### src/rtl/rt_pkg.sv
package rt_pkg;
  typedef enum logic [1:0] {
    SC_FULL    = 2'b00,
    SC_HALF    = 2'b01,
    SC_QUARTER = 2'b10,
    SC_QALT    = 2'b11
  } scale_e;

  // Right-shift applied to the base interval for a scale code.
  function automatic int unsigned scale_shift(logic [1:0] code);
    case (code)
      SC_FULL: return 0;
      SC_HALF: return 1;
      default: return 2;
    endcase
  endfunction
endpackage

### src/rtl/rt_period_sel.sv
module rt_period_sel #(
  parameter int unsigned BASE_CYCLES = 3900,
  parameter int unsigned TW          = 12
) (
  input  logic [1:0]    scale_code,
  output logic [TW-1:0] live_period
);
  logic [TW-1:0] cand [4];

  for (genvar g = 0; g < 4; g++) begin : g_cand
    localparam int unsigned SHIFT = rt_pkg::scale_shift(2'(g));
    assign cand[g] = TW'(BASE_CYCLES >> SHIFT);
  end

  assign live_period = cand[scale_code];
endmodule

### src/rtl/rt_interval_timer.sv
module rt_interval_timer #(
  parameter int unsigned BASE_CYCLES = 3900,
  parameter int unsigned TW          = 12
) (
  input  logic          clk,
  input  logic          rst_n,
  input  logic          hold,
  input  logic [TW-1:0] live_period,
  output logic          tick
);
  logic [TW-1:0] elapsed;
  logic [TW-1:0] active_period;
  logic [TW-1:0] next_elapsed;
  logic [TW-1:0] eff_period;

  assign next_elapsed = elapsed + 1'b1;
  // A shorter new period takes over at once; a longer one waits for reload.
  assign eff_period   = (live_period < active_period) ? live_period : active_period;
  assign tick         = !hold && (next_elapsed >= eff_period);

  always_ff @(posedge clk or negedge rst_n) begin
    if (!rst_n) begin
      elapsed       <= '0;
      active_period <= TW'(BASE_CYCLES);
    end else if (hold || tick) begin
      elapsed       <= '0;
      active_period <= live_period;
    end else begin
      elapsed       <= next_elapsed;
    end
  end
endmodule

### src/rtl/rt_pending_ctr.sv
module rt_pending_ctr #(
  parameter int unsigned PEND_MAX = 8,
  parameter int unsigned CW       = 4
) (
  input  logic          clk,
  input  logic          rst_n,
  input  logic          flush,
  input  logic          tick,
  input  logic          take,
  output logic [CW-1:0] count,
  output logic          ovf
);
  localparam logic [CW-1:0] MAXV = CW'(PEND_MAX);

  always_ff @(posedge clk or negedge rst_n) begin
    if (!rst_n) begin
      count <= '0;
      ovf   <= 1'b0;
    end else if (flush) begin
      count <= '0;
    end else if (tick && !take) begin
      if (count == MAXV) ovf   <= 1'b1;
      else               count <= count + 1'b1;
    end else if (take && !tick) begin
      count <= count - 1'b1;
    end
  end
endmodule

### src/rtl/rt_selfref_edge.sv
module rt_selfref_edge (
  input  logic clk,
  input  logic rst_n,
  input  logic hot_stop,
  output logic sr_active,
  output logic enter_req,
  output logic exit_req
);
  always_ff @(posedge clk or negedge rst_n) begin
    if (!rst_n) begin
      sr_active <= 1'b0;
      enter_req <= 1'b0;
      exit_req  <= 1'b0;
    end else begin
      sr_active <= hot_stop;
      enter_req <= hot_stop && !sr_active;
      exit_req  <= !hot_stop && sr_active;
    end
  end
endmodule

### src/rtl/therm_refresh_timer.sv
module therm_refresh_timer #(
  parameter int unsigned BASE_CYCLES = 3900,
  parameter int unsigned PEND_MAX    = 8,
  localparam int unsigned TW         = $clog2(BASE_CYCLES + 1),
  localparam int unsigned CW         = $clog2(PEND_MAX + 1)
) (
  input  logic          clk,
  input  logic          rst_n,
  input  logic [1:0]    scale_code,
  input  logic          hot_stop,
  output logic          ref_valid,
  input  logic          ref_ready,
  output logic [CW-1:0] pend_count,
  output logic          pend_ovf,
  output logic          sr_enter_req,
  output logic          sr_exit_req
);
  logic [TW-1:0] live_period;
  logic          tick;
  logic          sr_active;
  logic          take;

  rt_period_sel #(.BASE_CYCLES(BASE_CYCLES), .TW(TW)) u_sel (
    .scale_code (scale_code),
    .live_period(live_period)
  );

  rt_selfref_edge u_edge (
    .clk      (clk),
    .rst_n    (rst_n),
    .hot_stop (hot_stop),
    .sr_active(sr_active),
    .enter_req(sr_enter_req),
    .exit_req (sr_exit_req)
  );

  rt_interval_timer #(.BASE_CYCLES(BASE_CYCLES), .TW(TW)) u_timer (
    .clk        (clk),
    .rst_n      (rst_n),
    .hold       (sr_active),
    .live_period(live_period),
    .tick       (tick)
  );

  assign ref_valid = (pend_count != '0) && !sr_active;
  assign take      = ref_valid && ref_ready;

  rt_pending_ctr #(.PEND_MAX(PEND_MAX), .CW(CW)) u_pend (
    .clk  (clk),
    .rst_n(rst_n),
    .flush(sr_active),
    .tick (tick),
    .take (take),
    .count(pend_count),
    .ovf  (pend_ovf)
  );
endmodule

### config.mk
export PLATFORM = sky130hd
export DESIGN_NAME = therm_refresh_timer
export DESIGN_NICKNAME = d
export VERILOG_FILES = /design/src/rtl/rt_pkg.sv /design/src/rtl/rt_period_sel.sv /design/src/rtl/rt_interval_timer.sv /design/src/rtl/rt_pending_ctr.sv /design/src/rtl/rt_selfref_edge.sv /design/src/rtl/therm_refresh_timer.sv
export SDC_FILE = /design/constraint.sdc
export NUM_CORES = 1
export LEC_CHECK = 0
export ABC_AREA = 1
export ABC_CLOCK_PERIOD_IN_PS = 11400
export BUFFER_PORTS_ARGS = -buffer_cell sky130_fd_sc_hd__buf_2
export CAP_MARGIN = 20
export CORE_ASPECT_RATIO = 1.2
export CORE_MARGIN = 2
export CORE_UTILIZATION = 55
export CTS_BUF_LIST = sky130_fd_sc_hd__clkbuf_4 sky130_fd_sc_hd__clkbuf_8 sky130_fd_sc_hd__clkbuf_16
export CTS_CLUSTER_SIZE = 16
export DETAILED_ROUTE_END_ITERATION = 7
export GPL_TIMING_DRIVEN = 0
export PLACE_DENSITY = 0.84
export SLEW_MARGIN = 20
export SYNTH_ARGS = -nofsm -noshare
export SYNTH_HDL_FRONTEND = slang
export SYNTH_HIERARCHICAL = 1
export SYNTH_SLANG_ARGS = --single-unit
### constraint.sdc
create_clock -name clk -period 11.4 [get_ports clk]
set_input_delay 1.71 -clock clk [delete_from_list [all_inputs] [get_ports clk]]
set_output_delay 1.71 -clock clk [all_outputs]
set_load 0.02 [all_outputs]
### After elaboration in Yosys (flattened, before gate mapping)

Index checks and enable logic that the tools add are counted.

| storage, ports and cells | value |
|---|---|
| flip-flop bits (word level) | 32 |
| input port bits | 6 |
| output and inout port bits | 8 |
| logic and storage cells | 42 |

| operators by class | value |
|---|---|
| $add $sub $neg | 3 |
| order comparisons | 3 |
| equality and inequality tests | 2 |
| multiplexer cells | 9 |
| bitwise logic cells | 2 |
| reduce and logical (&&, ||, !) cells | 16 |

Operator list:

| kind | count |
|---|---|
| 12-bit 2-to-1 mux | 4 |
| 12-bit binary-select mux with 2-bit select | 1 |
| 4-bit 2-to-1 mux | 4 |
| 12-bit by 1-bit adder with 12-bit output, second input constant | 1 |
| 12-bit >= comparator | 1 |
| 12-bit less-than comparator | 1 |
| 1-bit logical AND | 7 |
| 4-bit by 1-bit adder with 4-bit output, second input constant | 1 |
| 4-bit == test, second input constant | 1 |
| 1-bit logical NOT | 4 |
| 4-bit nonzero test | 1 |
| 4-bit by 1-bit subtractor with 4-bit output, second input constant | 1 |
| 3-bit >= comparator, second input constant | 1 |
| 3-bit inequality test, second input constant | 1 |
| 2-bit NOT with 3-bit output | 1 |
| 3-bit AND reduction | 1 |
| 3-bit nonzero test | 1 |
| 2-bit AND reduction | 1 |
| 1-bit logical OR | 1 |
| 1-bit NOT | 1 |

### Depth between registers and ports, before layout

Gate-level depths: netlist of run 1.

| depth | value |
|---|---|
| word-level depth | 13 |
| depth in mapped cells | 31 |
| mapped depth without buffers | 28 |

### By module

The synthesis of run 1 kept the hierarchy.

By module, submodules not included:

| module | times used | cells each | area each (µm²) | sequential area each (µm²) |
|---|---|---|---|---|
| rt_interval_timer | 1 | 266 | 1,966.9 | 610.6 |
| rt_pending_ctr | 1 | 55 | 392.9 | 125.1 |
| rt_selfref_edge | 1 | 7 | 90.1 | 75.1 |
| rt_period_sel | 1 | 14 | 88.8 | 0.0 |
| therm_refresh_timer | 1 | 8 | 30.0 | 0.0 |

### Worst setup path before layout of run 1

No wires, ideal clock.

| timing path | value |
|---|---|
| path kind | input to register |
| from | input scale_code[1] |
| to | register u_pend.count[3] |
| library setup time | 117 ps |
| data arrival time | 5,006 ps |
| data required time | 11,283 ps |
| path slack | 6,277 ps |
| cell stages on the path | 27 |
| buffers on the path | 3 |
| cell sequence | nor2_1 -> buf_4 -> ha_1 -> a21oi_1 -> o21ai_0 -> nor2_1 -> nand2_1 -> buf_2 -> nand2_1 -> nand2_1 -> ha_1 -> nand2_1 -> nor2_2 -> nand2_2 -> nor2_2 -> nand2_2 -> buf_4 -> a21oi_1 -> nand2_4 -> ha_1 -> nand3_1 -> inv_1 -> nor2_1 -> nand2_1 -> nand2_1 -> nand2_1 -> nand2_1 |

| between the ends | value |
|---|---|
| word-level cells in the longest chain between the ends | 12 |
| elaborated cells between the ends (all ways) | 16 |
| those cells by class | 2 x order compare; 1 x eq/ne; 6 x mux; 1 x bitwise; 6 x reduce/logical |

Ends and longest elaborated chain:

| what | RTL line | RTL |
|---|---|---|
| from (decl) | therm_refresh_timer.sv:9 | `input logic [1:0] scale_code,` |
| 2-bit NOT with 3-bit output (not written as such) * | rt_period_sel.sv:15 | `assign live_period = cand[scale_code];` |
| 12-bit binary-select mux with 2-bit select * | rt_period_sel.sv:15 |  |
| 12-bit 2-to-1 mux (not written as such) * (2 in series) | rt_period_sel.sv:15 |  |
| via live_period[11] | therm_refresh_timer.sv:18 | `logic [TW-1:0] live_period;` |
| 12-bit less-than comparator | rt_interval_timer.sv:18 | `assign eff_period = (live_period < active_period) ? live_period : active_period;` |
| 12-bit 2-to-1 mux * | rt_interval_timer.sv:18 |  |
| 12-bit >= comparator * | rt_interval_timer.sv:19 | `assign tick = !hold && (next_elapsed >= eff_period);` |
| 1-bit logical AND * | rt_interval_timer.sv:19 |  |
| via tick | therm_refresh_timer.sv:19 | `logic tick;` |
| 1-bit logical NOT | rt_pending_ctr.sv:24 | `end else if (take && !tick) begin` |
| 1-bit logical AND | rt_pending_ctr.sv:24 |  |
| 3-bit nonzero test (no line) | -- |  |
| 2-bit AND reduction (no line) | -- |  |
| to (signal assigned) | rt_pending_ctr.sv:23 | `else count <= count + 1'b1;` |
| to (signal assigned) | rt_pending_ctr.sv:25 | `count <= count - 1'b1;` |
| to (decl) | rt_pending_ctr.sv:10 | `output logic [CW-1:0] count,` |

Mark *: on every way through the listed nets, which the timed path passes. The rest lies on a longest branch. The select of a mux whose other input is x is not followed.
A chain may end at the register's enable or synchronous reset.

### Worst setup path after layout of run 1

Ends and elaborated chain as after synthesis.

==> results of run 1 <==
[through the flow]
stage / instance area, um^2 / setup slack [ns]
finish: 2830 / 5.93
global route: 2830 / 5.52
CTS: 2830 / 5.95
detailed placement: 2720 / 5.64
global placement: 2720 / 5.76
floorplan: 2580 / 6.28
[area by class of cell]
type | instances | share of cell area [%]
well taps | 58 | 2.57
repair buffers | 13 | 2.30
multi-input cells | 249 | 50.8
clock buffers | 6 | 2.70
flip-flops and latches | 32 | 28.7
plain buffers | 17 | 4.42
inverters | 55 | 7.30
clock inverters | 2 | 1.24
[worst min-delay path by stage]
stage	start	endpoint	slack, ns	depth (start not counted)
floorplan	u_timer/active_period[11]$_DFFE_PN1P_	u_timer/active_period[11]$_DFFE_PN1P_	0.47	2
global placement	u_pend/ovf$_DFFE_PN0P_	u_pend/ovf$_DFFE_PN0P_	0.44	2
detailed placement	u_timer/active_period[4]$_DFFE_PN1P_	u_timer/active_period[4]$_DFFE_PN1P_	0.49	2
CTS	u_timer/active_period[8]$_DFFE_PN1P_	u_timer/active_period[8]$_DFFE_PN1P_	0.50	2
global route	u_timer/active_period[11]$_DFFE_PN1P_	u_timer/active_period[11]$_DFFE_PN1P_	0.52	2
finish	u_pend/ovf$_DFFE_PN0P_	u_pend/ovf$_DFFE_PN0P_	0.49	2
[cell families after synthesis]
| family | share of synthesized area (%) |
|---|---|
| AND/OR/NAND/NOR | 35.7 |
| buffers and inverters | 12.9 |
| flip-flops | 31.6 |
| adder cells (fa/ha/maj) | 13.4 |
| AO/OA/AOI/OAI | 3.90 |
| XOR/XNOR | 2.34 |
| other | 0.146 |
[Yosys cell counts (all sizes together)]
master and count:
nand4 14, inv 55, nor2 32, fa 1, nand2 121, or2 1
ha 26, dfstp 8, conb 1, a21oi 10, o21ai 6, xor2 4
a31o 1, nor2b 2, buf 17, dfrtp 24, nand3b 11, nand3 12
xnor2 2, nor3 1, and2 1
[critical path, delay by kind of cell]
kind | cells | cell delay, ns
adders and majority gates | 3 | 0.88
AOI/OAI and AO/OA | 3 | 0.55
and+or+nand+nor | 17 | 1.83
buffers and inverters | 5 | 0.75
[power by group through the flow]
stage	logic (W)	registers [W]	clock network (W)
floorplan	0.0000883	0.000145	0
global placement	0.000118	0.000140	0
detailed placement	0.000125	0.000140	0
CTS	0.000125	0.000138	0.000113
global route	0.000144	0.000140	0.000118
finish	0.000125	0.000139	0.000109
[layer usage]
layer  part of all wire [%]  vias to the layer above  wire length, um
met2                     52                       55             2630
met1                     41                      996             2070
li1                       -                     1121                -
met5                      0                        -                0
met3                    4.6                       15              235
met4                    2.7                        0              136
[flip-flops by register name, summed over array words and instances (netlist names)]
name,count
u_edge/enter_req,1
u_edge/exit_req,1
u_edge/sr_active,1
u_pend/count,4
u_pend/ovf,1
u_timer/active_period,12
u_timer/elapsed,12
==> impl_metrics.csv, run 1 <==
group,metric,value,unit
synthesis,synth_top_area_share,23.4,%
detailed_routing,via_count,2187,
final_layout,antenna_cells,0,
global_routing,grt_first_pass_wirelength,8850,um
global_routing,grt_overflow_total,0,
cts,cts_root_buf,"clkbuf_8",
pwr,p_sw,0.000132,W
sta,final_hold_viol_count,0,
sta,period_minus_slack,5.47,ns
detailed_routing,detail_route.first_pass.iterations,4,
worst_setup_path,crit_arrival,5.70,ns
worst_setup_path,crit_fanout,10,
sta,setup_viol,0,
global_routing,grt_max_degree,33,
sta,slew_viol_final,0,
worst_setup_path,reg2regPathDepth,26,
cts,htree_levels,2,
detailed_routing,wl_per_cell,11.7,um
global_routing,track_usage,21.8,%
cts,cts_setup_buffers,0,
global_routing,grt_pass1_vias,2202,
status,status,"completed",
sta,clock.fmax,0.183,GHz
detailed_routing,drt_iter0_markers,87,
pwr,ir_drop,0.118,mV
worst_setup_path,crit_type,"input port to flip-flop",
place,place.gp.congestion,0.835,
worst_setup_path,cp-endpoint,"u_pend/count[3]$_DFFE_PN0P_",
detailed_routing,ant_nets,0,
global_routing,grt_use_met2,39.3,%
pwr,power_density,132,nW/um^2
final_layout,seqCellArea,811,um^2
final_layout,synthToLayoutAreaGrowth,10.1,%
final_layout,final_cells,432,
sta,hold_ws,0.494,ns
cts,cts_hold_buf,0,
sta,tightest_slew,0.692,ns
worst_setup_path,worstReg2RegStart,"u_timer/active_period[11]$_DFFE_PN1P_",
pwr,internal-power,0.000241,W
synthesis,yosys_warnings,6,
worst_setup_path,slowest_delay,0.34,ns
worst_setup_path,r2r_end,"u_pend/count[3]$_DFFE_PN0P_",
sta,fin_tns_setup,0,ns
detailed_routing,wl,5070,um
worst_setup_path,crit_required,11.63,ns
final_layout,multi_input_area,1440,um^2
detailed_routing,vias_per_cell,5.06,
die,num_rows,27,
final_layout,drive_gt1_share,19.5,%
sta,rsz0062_at_grt,"false",
place,port_buffers,13,
sta,relSlewSlack,53.9,%
worst_setup_path,critPathLaunchType,"input port",
sta,skew,0.00664,ns
cts,cts_inserted_buffers,5,
synthesis,yosysUniqueCellTypes,36,
die,die_w,66.4,um
cts,path_clk_slew,0.07,ns
synthesis,synth_area_per_cell,7.34,um^2
worst_setup_path,end_kind,"flip-flop",
detailed_routing,drc,0,
die,io_pins,14,
hold_path,min_path_type,"flip-flop to flip-flop",
sta,min_period_over_period,48.0,%
synthesis,synth_top_area_cell,"dfrtp_1",
pwr,power_leakage,1.61,nW
final_layout,utilization,62.5,%
cts,cts_tree,"done",
pwr,p_total,0.000373,W
pwr,power_frac_comb,33.5,%
cts,clock_sinks,32,
die,start_util,56.7,%
cts,post_cts_resized,0,
pwr,pwr-share-seq,37.2,%
synthesis,syn_area,2570,um^2
synthesis,synth_seq_cells,32,
synthesis,netlist_top_cells_area,"dfrtp_1 23%, nand2_1 17%, ha_1 13%, dfstp_2 8.2%, inv_1 7.6%",
final_layout,final_common_cell,"nand2_1",
worst_setup_path,crit_top_cell,"nand2_1",
place,numPlacedInstances,424,
final_layout,fillers,421,
global_routing,met1_usage,23.3,%
pwr,switching_share,35.3,%
pwr,clockPowerShare,29.3,%
cts,worstSkewPairLatency,0.29,ns
die,dieArea,5240,um^2
worst_setup_path,startpoint,"scale_code[1]",
die,die_h,78.9,um
synthesis,syn_inst,350,
cts,clockBufferDepth,2,
place,hpwl,3910,um
global_routing,gr-usage-met3,4.82,%
job,max-cap-violations,0,
synthesis,seq_area_frac_synth,31.6,%
global_routing,antenna_found_initial,0,
worst_setup_path,rrSetupSlack,7.27,ns
final_layout,layout.nets,406,
final_layout,final_cell_mix,"115 x nand2_1, 52 x inv_1, 26 x ha_1",
global_routing,grt-busiest-layer,"met2",
worst_setup_path,crit_slowest_cell,"ha_1",
die,coreArea,4530,um^2
No activity file was read; power rests on OpenSTA's default activity.
==> run 2: changes to the inputs <==
Settings changed: ABC_AREA 1 to 0, ABC_CLOCK_PERIOD_IN_PS 11400 to 5390.
Clock period 11.4 ns to 5.39 ns, I/O delays scaled along.
==> impl_metrics.csv, run 2 <==
group,metric,value,unit
status,status,"completed",
sta,clock.fmax,0.196,GHz
sta,finalWorstSetupSlack,0.289,ns
sta,skew,0.00326,ns
hold_path,hp-start,"u_pend/ovf$_DFFE_PN0P_",
synthesis,synth_top_area_share,26.4,%
hold_path,min_path_cells,1,
cts,cts_hold_buf,0,
die,die_h,74.5,um
synthesis,yosysMostFrequentCell,"ha_1",
synthesis,yosysUniqueCellTypes,42,
die,start_util,57.3,%
place,pre_cts_ws,-0.154,ns
final_layout,reg_top3,"u_timer/active_period x12, u_timer/elapsed x12, u_pend/count x4",
sta,tightest_slew,0.705,ns
detailed_routing,ant_nets,0,
sta,min_period_over_period,94.6,%
place,hpwl,2940,um
synthesis,syn_inst,214,
worst_setup_path,crit_arrival,5.28,ns
detailed_routing,drc,0,
sta,period_minus_slack,5.10,ns
detailed_routing,vias_per_cell,5.40,
global_routing,grt_max_degree,33,
final_layout,layout.nets,271,
place,port_buffers,13,
worst_setup_path,crit_fanout,10,
worst_setup_path,crit_type,"input port to flip-flop",
detailed_routing,detail_route.first_pass.iterations,4,
pwr,power_density,290,nW/um^2
job,max-cap-violations,0,
hold_path,min_delay_worst_endpoint,"u_pend/ovf$_DFFE_PN0P_",
worst_setup_path,reg2regPathDepth,19,
final_layout,fillers,327,
sta,relSlewSlack,53.0,%
global_routing,grt_first_pass_wirelength,6890,um
synthesis,syn_area,2280,um^2
detailed_routing,wl_per_cell,13.8,um
global_routing,grt_pass1_vias,1522,
die,io_pins,14,
worst_setup_path,critPathLaunchType,"input port",
detailed_routing,wl,4050,um
synthesis,synth_edf_count,0,
detailed_routing,via_count,1583,
sta,setup_viol,0,
final_layout,final_cells,293,
synthesis,seq_area_frac_synth,35.6,%
pwr,ir_drop,0.196,mV
synthesis,yosys_warnings,6,
synthesis,async_reset_ff_share,100,%
synthesis,synth_commonest_cells,"26 x ha_1, 24 x dfrtp_1, 17 x inv_1",
place,numPlacedInstances,284,
global_routing,grt_overflow_total,0,
final_layout,final_common_cell,"ha_1",
final_layout,drive_gt1_share,28.5,%
global_routing,track_usage,19.4,%
cts,htree_levels,2,
cts,cts_inserted_buffers,5,
synthesis,netlist_top_cells_area,"dfrtp_1 26%, ha_1 14%, dfstp_2 9.2%, mux2i_1 5.3%, mux2_4 5.3%",
die,die_w,62.7,um
synthesis,synth_area_per_cell,10.6,um^2
worst_setup_path,rrSetupSlack,0.84,ns
sta,rsz0062_at_grt,"false",
die,num_rows,25,
cts,clockBufferDepth,2,
sta,slew_viol_final,0,
worst_setup_path,r2r_end,"u_pend/count[3]$_DFFE_PN0P_",
hold_path,min_path_type,"flip-flop to flip-flop",
final_layout,antenna_cells,0,
place,place.gp.congestion,0.891,
sta,final_hold_viol_count,0,
cts,cts_tree,"done",
synthesis,synth_seq_cells,32,
final_layout,final_cell_mix,"26 x ha_1, 24 x dfrtp_1, 17 x inv_1",
worst_setup_path,crit_required,5.57,ns
pwr,power_leakage,1.35,nW
synthesis,synth_top_area_cell,"dfrtp_1",
cts,cts_root_buf,"clkbuf_8",
cts,clock_sinks,32,
detailed_routing,drt_iter0_markers,28,
die,dieArea,4670,um^2
worst_setup_path,worstReg2RegStart,"u_timer/active_period[5]$_DFFE_PN1P_",
cts,path_clk_slew,0.07,ns
final_layout,synthToLayoutAreaGrowth,13.4,%
global_routing,antenna_found_initial,0,
die,coreArea,3970,um^2
synthesis,ys.flop_type,"dfrtp_1",
worst_setup_path,end_kind,"flip-flop",
cts,worstSkewPairLatency,0.28,ns
run 2: worst max-delay path by stage:
stage / start / end / cells past startpoint
CTS: scale_code[1] / u_pend/count[3]$_DFFE_PN0P_ / 19
finish: scale_code[1] / u_pend/count[3]$_DFFE_PN0P_ / 19
global route: scale_code[1] / u_pend/count[3]$_DFFE_PN0P_ / 20
floorplan: scale_code[1] / u_pend/count[3]$_DFFE_PN0P_ / 18
global placement: scale_code[1] / u_pend/count[3]$_DFFE_PN0P_ / 19
detailed placement: scale_code[1] / u_pend/count[3]$_DFFE_PN0P_ / 19
run 2: metrics by stage:
stage                     TNS (ns)  area (um^2)  hold WS [ns]  utilization [%]  total power [W]
after floorplan                  0         2290         0.474                -         0.000446
after global placement      -0.125         2420         0.440             60.9         0.000489
after detailed placement    -0.154         2420         0.448             60.9         0.000496
after CTS                        0         2550         0.466             64.1         0.000751
after global routing             0         2580         0.481             65.0         0.000797
final                            0         2580         0.463             65.0         0.000750
run 2: cell families after synthesis:
logic type,count (synthesis),synth area share [%]
AND/OR/NAND/NOR,61,15.4
flip-flops,32,35.6
other,1,0.165
XOR/XNOR,11,4.23
AO/OA/AOI/OAI,27,9.12
adder cells (fa/ha/maj),27,15.2
multiplexers,26,13.5
buffers and inverters,29,6.76
run 2: final cells by class:
type	count	area (um^2)	area share, %
multi-input combinational	156	1350	52.2
sequential	32	811	31.4
clock buffer	7	96.3	3.73
buffer	12	93.8	3.64
timing repair buffer	14	72.6	2.81
tap	54	67.6	2.62
inverter	17	63.8	2.47
clock inverter	1	30.0	1.16
run 2: power by group:
group	internal, W	switching (W)
Sequential	0.000264	0.0000236
Combinational	0.0000988	0.000113
Clock	0.000163	0.0000879
run 2: what timing repair did:
| item | 4_1_cts | 5_1_grt |
|---|---|---|
| resized for setup | 0 | 5 |
| setup endpoints to repair | 0 | 1 |
| endpoints found under the hold margin | 0 | 0 |
| setup buffers | 0 | 1 |
run 2: critical path, stage by stage:
cell       delay [ns]
buf_2            0.13
or2_1            0.29
ha_1             0.31
a21o_1           0.16
a211o_1          0.32
a211oi_4         0.31
buf_6            0.23
mux2i_1          0.09
ha_1             0.33
nand4_1          0.16
nor4_2           0.33
o31ai_2          0.16
a21oi_2          0.20
nand2b_2         0.13
ha_1             0.28
a21o_1           0.19
a21oi_2          0.21
mux2_2           0.37
a2111oi_2        0.27
run 2: layer usage:
layer / vias up / GRT usage, % / routed length (um)
met2: 30 / 35.6 / 2040
met5: - / 0 / 0
met3: 9 / 3.93 / 104
li1: 781 / - / -
met4: 0 / 9.14 / 99
met1: 763 / 21.9 / 1800
==> run 3: changes to the inputs <==
Settings changed: CORE_UTILIZATION 55 to 30, PLACE_DENSITY 0.84 to 0.56.
==> impl_metrics.csv, run 3 (synthesis results as in run 2) <==
group,metric,value,unit
global_routing,grt_first_pass_wirelength,7110,um
final_layout,reg_top3,"u_timer/active_period x12, u_timer/elapsed x12, u_pend/count x4",
sta,relSlewSlack,50.5,%
cts,clock_sinks,32,
detailed_routing,vias_per_cell,4.61,
die,die_w,83.5,um
sta,setup_viol,0,
worst_setup_path,slowest_delay,0.46,ns
final_layout,drive_gt1_share,28.9,%
pwr,ir_drop,0.124,mV
status,status,"completed",
worst_setup_path,crit_top_cell,"ha_1",
sta,period_minus_slack,5.13,ns
worst_setup_path,end_kind,"flip-flop",
final_layout,multi_input_area,1340,um^2
sta,tightest_slew,0.742,ns
worst_setup_path,crit_slowest_cell,"a2111oi_4",
pwr,pwr-share-seq,37.9,%
sta,slew_viol_final,0,
final_layout,layout.nets,274,
detailed_routing,drt_iter0_markers,46,
sta,fin_tns_setup,0,ns
global_routing,grt_overflow_total,0,
final_layout,synthToLayoutAreaGrowth,16.0,%
global_routing,antenna_found_initial,0,
pwr,p_sw,0.000225,W
job,max-cap-violations,0,
worst_setup_path,crit_required,5.56,ns
worst_setup_path,path_cells,"buf_2 -> or2_1 -> ha_1 -> a21o_1 -> a211o_1 -> a211oi_4 -> buf_6 -> mux2i_1 -> ha_1 -> nand4_1 -> nor3_1 -> a2111oi_4 -> a21oi_2 -> nand2b_2 -> ha_1 -> a21o_1 -> a21oi_2 -> mux2_2 -> a2111oi_2",
sta,rsz0062_at_grt,"false",
worst_setup_path,crit_fanout,9,
global_routing,grt_pass1_vias,1480,
pwr,clockPowerShare,33.7,%
sta,clock.fmax,0.195,GHz
place,port_buffers,13,
detailed_routing,wl_per_cell,12.5,um
die,num_rows,34,
hold_path,min_path_type,"flip-flop to flip-flop",
pwr,power_frac_comb,28.4,%
detailed_routing,detail_route.first_pass.iterations,4,
global_routing,grt_max_degree,33,
die,dieArea,8310,um^2
worst_setup_path,critPathTopFamily,"compound AO/OA/AOI/OAI gates",
pwr,internal-power,0.000532,W
sta,min_period_over_period,95.2,%
sta,skew,0.00385,ns
die,die_h,99.4,um
detailed_routing,ant_nets,0,
cts,cts_inserted_buffers,5,
worst_setup_path,critPathLaunchType,"input port",
cts,path_clk_slew,0.07,ns
worst_setup_path,crit_type,"input port to flip-flop",
final_layout,antenna_cells,0,
final_layout,fillers,751,
die,coreArea,7320,um^2
cts,htree_levels,2,
pwr,switching_share,29.7,%
cts,cts_root_buf,"clkbuf_8",
final_layout,final_common_cell,"ha_1",
cts,cts_hold_buf,0,
place,hpwl,3090,um
final_layout,final_cells,332,
pwr,power_leakage,1.37,nW
pwr,power_density,286,nW/um^2
detailed_routing,drc,0,
die,start_util,31.1,%
sta,final_hold_viol_count,0,
cts,clockBufferDepth,2,
die,io_pins,14,
place,place.gp.congestion,0.738,
final_layout,final_cell_mix,"26 x ha_1, 24 x dfrtp_1, 17 x inv_1",
detailed_routing,via_count,1532,
cts,worstSkewPairLatency,0.28,ns
cts,cts_tree,"done",
worst_setup_path,crit_buf_inv,2,
global_routing,track_usage,10.9,%
detailed_routing,wl,4160,um
worst_setup_path,crit_arrival,5.30,ns
place,numPlacedInstances,320,
final_layout,seqCellArea,811,um^2
==> run 3: cell types whose count changed in the layout (fill, tap and decap cells not counted) <==
cell / before / now
nor3_2: 0 / 1
nor3_1: 4 / 3
nor4_1: 0 / 1
o31ai_2: 1 / 0
buf_4: 10 / 13
o31ai_1: 0 / 1
nor4_2: 2 / 1
==> run 3: worst register-to-register path, delay by kind of cell, from the launching register on <==
kind / cells / cell delay, ns
AO/OA/AOI/OAI: 8 / 2.07
adder cells (fa/ha/maj): 3 / 0.81
multiplexers: 2 / 0.58
AND/OR/NAND/NOR: 3 / 0.40
flip-flops: 1 / 0.38
buffers and inverters: 2 / 0.25
==> run 3: power groups by stage <==
stage	clock network [W]	logic, W	registers [W]
finish	0.000255	0.000215	0.000287
global route	0.000275	0.000242	0.000292
CTS	0.000265	0.000207	0.000287
detailed placement	0	0.000206	0.000291
global placement	0	0.000204	0.000291
floorplan	0	0.000151	0.000295
==> run 3: worst paths after layout <==
path                                                       from                                    to  slack [ns]  depth (start not counted)
max                                               scale_code[1]           u_pend/count[3]$_DFFE_PN0P_        0.26                         19
min reg2reg                              u_pend/ovf$_DFFE_PN0P_                u_pend/ovf$_DFFE_PN0P_        0.46                          1
max reg2reg                u_timer/active_period[1]$_DFFE_PN0P_           u_pend/count[3]$_DFFE_PN0P_        0.80                         18
min                                      u_pend/ovf$_DFFE_PN0P_                u_pend/ovf$_DFFE_PN0P_        0.46                          1
max in group asynchronous                                 rst_n  u_timer/active_period[7]$_DFFE_PN0P_        4.33                          1
min in group asynchronous                                 rst_n          u_timer/elapsed[9]$_DFF_PN0_        0.59                          1
==> run 3: metal layers <==
metal / up-vias / GRT usage [%] / part of all wire, %
li1: 785 / - / -
met1: 727 / 13.1 / 46
met2: 15 / 19.1 / 50
met3: 5 / 2.74 / 2.3
met4: 0 / 3.72 / 1.4
met5: - / 0 / 0
==> run 3: layout make-up <==
class | count | area share (%)
Buffer | 12 | 3.55
Clock buffer | 7 | 3.65
Clock inverter | 1 | 1.14
Inverter | 17 | 2.41
Multi-Input combinational cell | 156 | 50.7
Sequential cell | 32 | 30.7
Tap cell | 90 | 4.26
Timing Repair Buffer | 17 | 3.60
==> run 3: timing repair <==
item                                    in CTS  in global routing
setup buffers                                0                  4
endpoints found under the setup margin       0                  1
resized for setup                            0                  4
==> run 3: metrics by stage <==
step	worst slack [ns]	area (um^2)	total power, W	utilization (%)	hold WS (ns)
floorplan	0.336	2290	0.000446	-	0.474
global placement	-0.209	2470	0.000494	33.7	0.440
detailed placement	-0.216	2470	0.000497	33.7	0.451
CTS	0.0687	2590	0.000759	35.4	0.470
global route	0.00687	2640	0.000809	36.1	0.484
finish	0.259	2640	0.000757	36.1	0.459
